**src/rtl/evt_irq_pkg.sv**
```systemverilog
package evt_irq_pkg;
  localparam int unsigned REG_W  = 16;
  localparam int unsigned KIND_W = 2;

  typedef logic [REG_W-1:0] word_t;

  typedef enum logic [KIND_W-1:0] {
    KIND_STAT = 2'd0,
    KIND_MASK = 2'd1,
    KIND_VEC  = 2'd2,
    KIND_CTL  = 2'd3
  } kind_e;

  typedef struct packed {
    logic live;
    logic irq_allow;
  } xctl_t;

  localparam xctl_t XCTL_RST = '{live: 1'b1, irq_allow: 1'b1};

  // Implemented bits of a group: top (grp mod 4) bits are absent.
  function automatic word_t impl_bits(input int unsigned grp);
    return word_t'({REG_W{1'b1}} >> (grp % 4));
  endfunction
endpackage

```
**src/rtl/evt_irq_stat.sv**
```systemverilog
module evt_irq_stat
  import evt_irq_pkg::*;
#(
  parameter word_t IMPL = '1
) (
  input  logic  clk,
  input  logic  rst_n,
  input  logic  upd_en_i,
  input  word_t evt_i,
  input  word_t mask_i,
  input  logic  rd_clr_i,
  output word_t stat_o
);
  word_t hit;
  word_t stat_q;

  assign hit = evt_i & mask_i & IMPL;

  always_ff @(posedge clk) begin
    if (!rst_n)         stat_q <= '0;
    else if (!upd_en_i) stat_q <= '0;
    else                stat_q <= (rd_clr_i ? '0 : stat_q) | hit;
  end

  assign stat_o = stat_q;

  // a newly set bit needs an unmasked event in the previous cycle
  a_r2_unmasked_only: assert property (@(posedge clk) disable iff (!rst_n)
    1'b1 |=> ((stat_q & ~$past(stat_q) & ~$past(evt_i & mask_i)) == '0));

  // a read with no colliding event leaves the word empty
  a_r4_read_clears: assert property (@(posedge clk) disable iff (!rst_n)
    (upd_en_i && rd_clr_i && ((evt_i & mask_i & IMPL) == '0)) |=> (stat_q == '0));

  // an accepted event is never lost, even against a read
  a_r5_event_wins: assert property (@(posedge clk) disable iff (!rst_n)
    (upd_en_i && ((evt_i & mask_i & IMPL) != '0))
      |=> ((stat_q & $past(evt_i & mask_i & IMPL)) == $past(evt_i & mask_i & IMPL)));

  // held words are empty one edge later
  a_r9_held_empty: assert property (@(posedge clk) disable iff (!rst_n)
    (!upd_en_i) |=> (stat_q == '0));
endmodule

```
**src/rtl/evt_irq_xcvr.sv**
```systemverilog
module evt_irq_xcvr
  import evt_irq_pkg::*;
#(
  parameter int unsigned NG = 16,
  parameter int unsigned GB = $clog2(NG)
) (
  input  logic              clk,
  input  logic              rst_n,
  input  logic              hold_n_i,
  input  logic [NG*REG_W-1:0] evt_i,
  input  logic              sel_i,
  input  logic              wr_i,
  input  logic              rd_i,
  input  kind_e             kind_i,
  input  logic [GB-1:0]     idx_i,
  input  word_t             wdata_i,
  output word_t             rdata_o,
  output logic              irq_req_o
);
  word_t         mask_q [NG];
  word_t         stat   [NG];
  logic [NG-1:0] vmask_q;
  logic [NG-1:0] vec;
  xctl_t         ctl_q;
  logic          upd_en;

  assign upd_en = hold_n_i & ctl_q.live;

  always_ff @(posedge clk) begin
    if (!rst_n) begin
      for (int g = 0; g < NG; g++) mask_q[g] <= '0;
      vmask_q <= '0;
      ctl_q   <= XCTL_RST;
    end else if (sel_i && wr_i) begin
      unique case (kind_i)
        KIND_MASK: mask_q[idx_i] <= wdata_i;
        KIND_VEC:  if (idx_i[0]) vmask_q <= wdata_i[NG-1:0];
        KIND_CTL:  ctl_q <= xctl_t'(wdata_i[1:0]);
        default: ;
      endcase
    end
  end

  for (genvar g = 0; g < NG; g++) begin : g_grp
    logic rd_clr;
    assign rd_clr = sel_i && rd_i && (kind_i == KIND_STAT) && (idx_i == GB'(g));

    evt_irq_stat #(.IMPL(impl_bits(g))) u_stat (
      .clk      (clk),
      .rst_n    (rst_n),
      .upd_en_i (upd_en),
      .evt_i    (evt_i[g*REG_W +: REG_W]),
      .mask_i   (mask_q[g]),
      .rd_clr_i (rd_clr),
      .stat_o   (stat[g])
    );

    assign vec[g] = (|stat[g]) & vmask_q[g];
  end

  always_comb begin
    rdata_o = '0;
    unique case (kind_i)
      KIND_STAT: rdata_o = stat[idx_i];
      KIND_MASK: rdata_o = mask_q[idx_i];
      KIND_VEC:  if (idx_i[0]) rdata_o[NG-1:0] = vmask_q;
                 else          rdata_o[NG-1:0] = vec;
      KIND_CTL:  rdata_o[1:0] = ctl_q;
      default: ;
    endcase
  end

  assign irq_req_o = ctl_q.irq_allow & ctl_q.live & (|vec);

  // a transceiver that is not live shows an empty vector one edge later
  a_r8_vec_empty: assert property (@(posedge clk) disable iff (!rst_n)
    (!ctl_q.live) |=> (vec == '0));
endmodule

```
**src/rtl/evt_irq_aggregator.sv**
```systemverilog
module evt_irq_aggregator
  import evt_irq_pkg::*;
#(
  parameter  int unsigned NX = 4,
  parameter  int unsigned NG = 16,
  localparam int unsigned XB = $clog2(NX),
  localparam int unsigned GB = $clog2(NG),
  localparam int unsigned AW = XB + KIND_W + GB
) (
  input  logic                   clk,
  input  logic                   rst_n,
  input  logic                   pwr_hold_n,
  input  logic [NX*NG*REG_W-1:0] evt_i,
  input  logic [AW-1:0]          reg_addr_i,
  input  logic                   reg_wr_i,
  input  logic                   reg_rd_i,
  input  logic [REG_W-1:0]       reg_wdata_i,
  output logic [REG_W-1:0]       reg_rdata_o,
  output logic                   irq_oe_o,
  output logic                   irq_o
);
  logic [XB-1:0] x_idx;
  kind_e         kind;
  logic [GB-1:0] g_idx;
  word_t         rd_x [NX];
  logic [NX-1:0] sel;
  logic [NX-1:0] irq_req;
  word_t         rd_mux;
  word_t         rdata_q;

  assign x_idx = reg_addr_i[AW-1 -: XB];
  assign kind  = kind_e'(reg_addr_i[GB +: KIND_W]);
  assign g_idx = reg_addr_i[GB-1:0];

  for (genvar x = 0; x < NX; x++) begin : g_xcvr
    assign sel[x] = (x_idx == XB'(x));

    evt_irq_xcvr #(.NG(NG), .GB(GB)) u_xcvr (
      .clk       (clk),
      .rst_n     (rst_n),
      .hold_n_i  (pwr_hold_n),
      .evt_i     (evt_i[x*NG*REG_W +: NG*REG_W]),
      .sel_i     (sel[x]),
      .wr_i      (reg_wr_i),
      .rd_i      (reg_rd_i),
      .kind_i    (kind),
      .idx_i     (g_idx),
      .wdata_i   (reg_wdata_i),
      .rdata_o   (rd_x[x]),
      .irq_req_o (irq_req[x])
    );
  end

  always_comb begin
    rd_mux = '0;
    for (int x = 0; x < NX; x++) if (sel[x]) rd_mux = rd_mux | rd_x[x];
  end

  always_ff @(posedge clk) begin
    if (!rst_n)        rdata_q <= '0;
    else if (reg_rd_i) rdata_q <= rd_mux;
  end

  assign reg_rdata_o = rdata_q;
  assign irq_oe_o    = pwr_hold_n & (|irq_req);
  assign irq_o       = 1'b0;
endmodule

```
**config.mk**
```make
export PLATFORM = sky130hd
export DESIGN_NAME = evt_irq_aggregator
export DESIGN_NICKNAME = d
export VERILOG_FILES = /design/src/rtl/evt_irq_pkg.sv /design/src/rtl/evt_irq_stat.sv /design/src/rtl/evt_irq_xcvr.sv /design/src/rtl/evt_irq_aggregator.sv
export SDC_FILE = /design/constraint.sdc
export NUM_CORES = 2
export LEC_CHECK = 0
export BUFFER_PORTS_ARGS = -buffer_cell sky130_fd_sc_hd__buf_2
export CORE_MARGIN = 2
export CORE_UTILIZATION = 30
export CTS_CLUSTER_SIZE = 20
export DETAILED_ROUTE_END_ITERATION = 6
export PLACE_DENSITY = 0.48
export SYNTH_ARGS = -nofsm -noshare
export SYNTH_HDL_FRONTEND = slang
export SYNTH_HIERARCHICAL = 1
export SYNTH_SLANG_ARGS = --single-unit
```
**constraint.sdc**
```tcl
create_clock -name clk -period 5.4 [get_ports clk]
set_input_delay 1.08 -clock clk [delete_from_list [all_inputs] [get_ports clk]]
set_output_delay 1.08 -clock clk [all_outputs]
set_load 0.1 [all_outputs]
```
==> impl_metrics.env <==
export IMPL_reg2regPathDepth=10
export IMPL_ys_seq_area_share_pct=51.9
export IMPL_r2r_end="reg_rdata_o[2]"
export IMPL_vias=79100
export IMPL_die_w_um=577
export IMPL_tns_ps=0
export IMPL_place_ws_ps=420
export IMPL_final_setup_worst_slack_ps=88.6
export IMPL_root_buffer="clkbuf_16"
export IMPL_avgViaCountPerCell=5.50
export IMPL_start_kind="flip-flop"
export IMPL_post_route_util_pct=35.5
export IMPL_hold_depth=3
export IMPL_crit_fanout=3
export IMPL_initial_core_util_pct=30.1
export IMPL_row_count=210
export IMPL_yosysWarnings=6
export IMPL_rr_startpoint="g_xcvr[0].u_xcvr/g_grp[2].u_stat/stat_o[11]"
export IMPL_hold_viol=0
export IMPL_slew_violations=0
export IMPL_finalPower_mw=38.3
export IMPL_min_to="g_xcvr[2].u_xcvr/g_grp[13].u_stat/stat_o[4]"
export IMPL_grt_pass1_wl_um=654000
export IMPL_die_area_mm2=0.333
export IMPL_n_fill_cell=33000
export IMPL_final_cell_mix="1274 x nand2_1, 1039 x and2_1, 1024 x edfxtp_1, 1016 x dfxtp_1, 950 x buf_2"
export IMPL_rsz0062_at_grt="false"
export IMPL_htreeDepth=4
export IMPL_route_detailed_drc=0
export IMPL_crit_chain="nor4_1, nand4_1, a22oi_1, nand4_1, o311a_1, o41a_1, buf_2"
export IMPL_gp_congestion=0.966
export IMPL_die_h_um=577
export IMPL_finalCritPeriodShare_pct=98.4
export IMPL_final_common_cell="nand2_1"
export IMPL_worst_setup_path_type="reg -> out"
export IMPL_drive_gt1_share_pct=23.7
export IMPL_peakVddDrop_mv=0.261
export IMPL_synthFlopType="edfxtp_1"
export IMPL_ys_types=72
export IMPL_antenna_left=0
export IMPL_clock_latency_ps=930
export IMPL_nets=10800
export IMPL_status="finished clean"
export IMPL_worstHoldPathType="in -> reg"
export IMPL_required_ps=4320
export IMPL_synth_seq_cells=2040
export IMPL_timing_worst_slew_pin_value_ps=1290
export IMPL_grtUsageTotal_pct=28.5
export IMPL_avgSynthCellArea_um2=11.1
export IMPL_cap_viol_max_count=0
export IMPL_netlist_instances=8838
export IMPL_regArea_mm2=0.0511
export IMPL_drtIter0Drc=9076
export IMPL_r2r_setup_slack_ps=2220
export IMPL_hold_start="evt_i[724]"
export IMPL_drt_pass1_iter_count=6
export IMPL_fmax_mhz=188
export IMPL_drt_total_wl_um=489000
export IMPL_fin_crit_ps=5310
export IMPL_pwr_density_cell_mw_per_mm2=329
export IMPL_cts_hold_buf=0
export IMPL_cts_tree="done"
export IMPL_clkSlewWorstSetupHoldPaths_ps=60
export IMPL_area_delta_synth_final_pct=18.0
export IMPL_grt_overflow_total=0
export IMPL_clock_sinks=2040
export IMPL_post_cts_buffers=0
export IMPL_p_leak_nw=42.1
export IMPL_coreArea_mm2=0.327
export IMPL_slew_headroom_pct=13.3
export IMPL_multi_input_area_mm2=0.0441
export IMPL_grt_pass1_vias=77900
export IMPL_stdcell_count=14400
export IMPL_antenna_found_initial=59
export IMPL_io_buffers=973
export IMPL_cts_buffers_inserted=237
export IMPL_cts_repair_resize_count=0
export IMPL_cts_max_path_buffers=4
export IMPL_ios=1071
export IMPL_finalSetupViolations=0
export IMPL_synth_edf_count=1024
export IMPL_avgRoutedWirePerCell_um=34.0
export IMPL_crit_arrival_ps=4230
export IMPL_cp_common_cell="nand4_1"
export IMPL_clock_skew_ps=52.6
export IMPL_crit_path_top_delay_cell="nor4_1"
export IMPL_hpwl_um=370000
export IMPL_max_stage_delay_ps=620
export IMPL_worstSetupEndpointType="output pin"
export IMPL_dp_cells=13900
export IMPL_grt_max_degree=80
export IMPL_netlist_area_mm2=0.0984
export IMPL_synthArstFlopShare_pct=0
-- critical path: cells and delay by family, from the launching register on --
family / cells / cell delay, ps
AOI/OAI and AO/OA: 3 / 1290
buffers and inverters: 1 / 340
DFF: 1 / 350
and+or+nand+nor: 3 / 1330
-- worst max path at each step --
stage	to	startpoint	slack [ps]	cells past startpoint
after CTS	irq_oe_o	g_xcvr[1].u_xcvr/g_grp[4].u_stat/stat_o[8]	50	7
after global routing	irq_oe_o	g_xcvr[1].u_xcvr/g_grp[1].u_stat/stat_o[1]	110	7
after detailed placement	reg_rdata_o[13]	reg_addr_i[1]	420	11
after global placement	reg_rdata_o[13]	reg_addr_i[1]	390	11
final	irq_oe_o	g_xcvr[1].u_xcvr/g_grp[9].u_stat/stat_o[5]	90	7
after floorplan	g_xcvr[3].u_xcvr/mask_q[10][0]	reg_addr_i[6]	1710	8
-- flip-flops by register name, indices dropped and copies added, names as in the netlist --
name,cells
g_xcvr.u_xcvr/mask_q,1024
g_xcvr.u_xcvr/g_grp.u_stat/stat_o,928
g_xcvr.u_xcvr/vmask_q,64
reg_rdata_o,16
g_xcvr.u_xcvr/ctl_q,8
-- cell usage after synthesis (91+ instances only) --
master	count	area [um^2]
nor4_1	247	1550
o21ai_0	91	455
mux2i_1	217	2170
a21oi_1	909	4550
buf_4	144	1080
nor2_1	141	529
nand2b_1	901	5640
mux4_2	461	10400
and2_1	1039	6500
buf_2	204	1020
nand2_1	1274	4780
dfxtp_1	1016	20300
clkbuf_1	169	634
edfxtp_1	1024	30700
-- power by group --
group          leakage, nW  internal [mW]  switching [mW]
clock                 3.83           9.31            7.01
sequential            18.0           16.9           0.588
combinational         20.3           1.46            2.97
total                 42.1           27.7            10.6
-- cell type report --
class / count / share of cell area (%)
Multi-Input combinational cell: 6225 / 38.0
Inverter: 8 / 0.0259
Clock buffer: 345 / 5.89
Timing Repair Buffer: 1283 / 6.55
Sequential cell: 2040 / 44.0
Antenna cell: 40 / 0.0862
Tap cell: 4346 / 4.68
Clock inverter: 101 / 0.807
-- stage by stage --
stage          hold slack [ps]  instance area [um^2]
6_report                   417                116000
5_1_grt                    376                116000
3_3_place_gp               462                108000
3_5_place_dp               474                108000
2_1_floorplan              445                 98600
4_1_cts                    329                116000
-- logic make-up after synthesis --
| logic type | synth area share, % |
|---|---|
| flops | 51.9 |
| buf+inv | 3.65 |
| simple gates | 21.8 |
| mux | 13.4 |
| compound gates | 9.08 |
| other cells | 0.187 |
-- metal layers --
metal  vias to the layer above  wire, um  track usage [%]
li1                      33600         -                -
met1                     40600    204000             38.2
met2                      4163    225000             45.4
met3                       721     38100             4.55
met4                        10     22800             12.1
met5                         -        59                0
No activity file was read; power rests on OpenSTA's default activity.
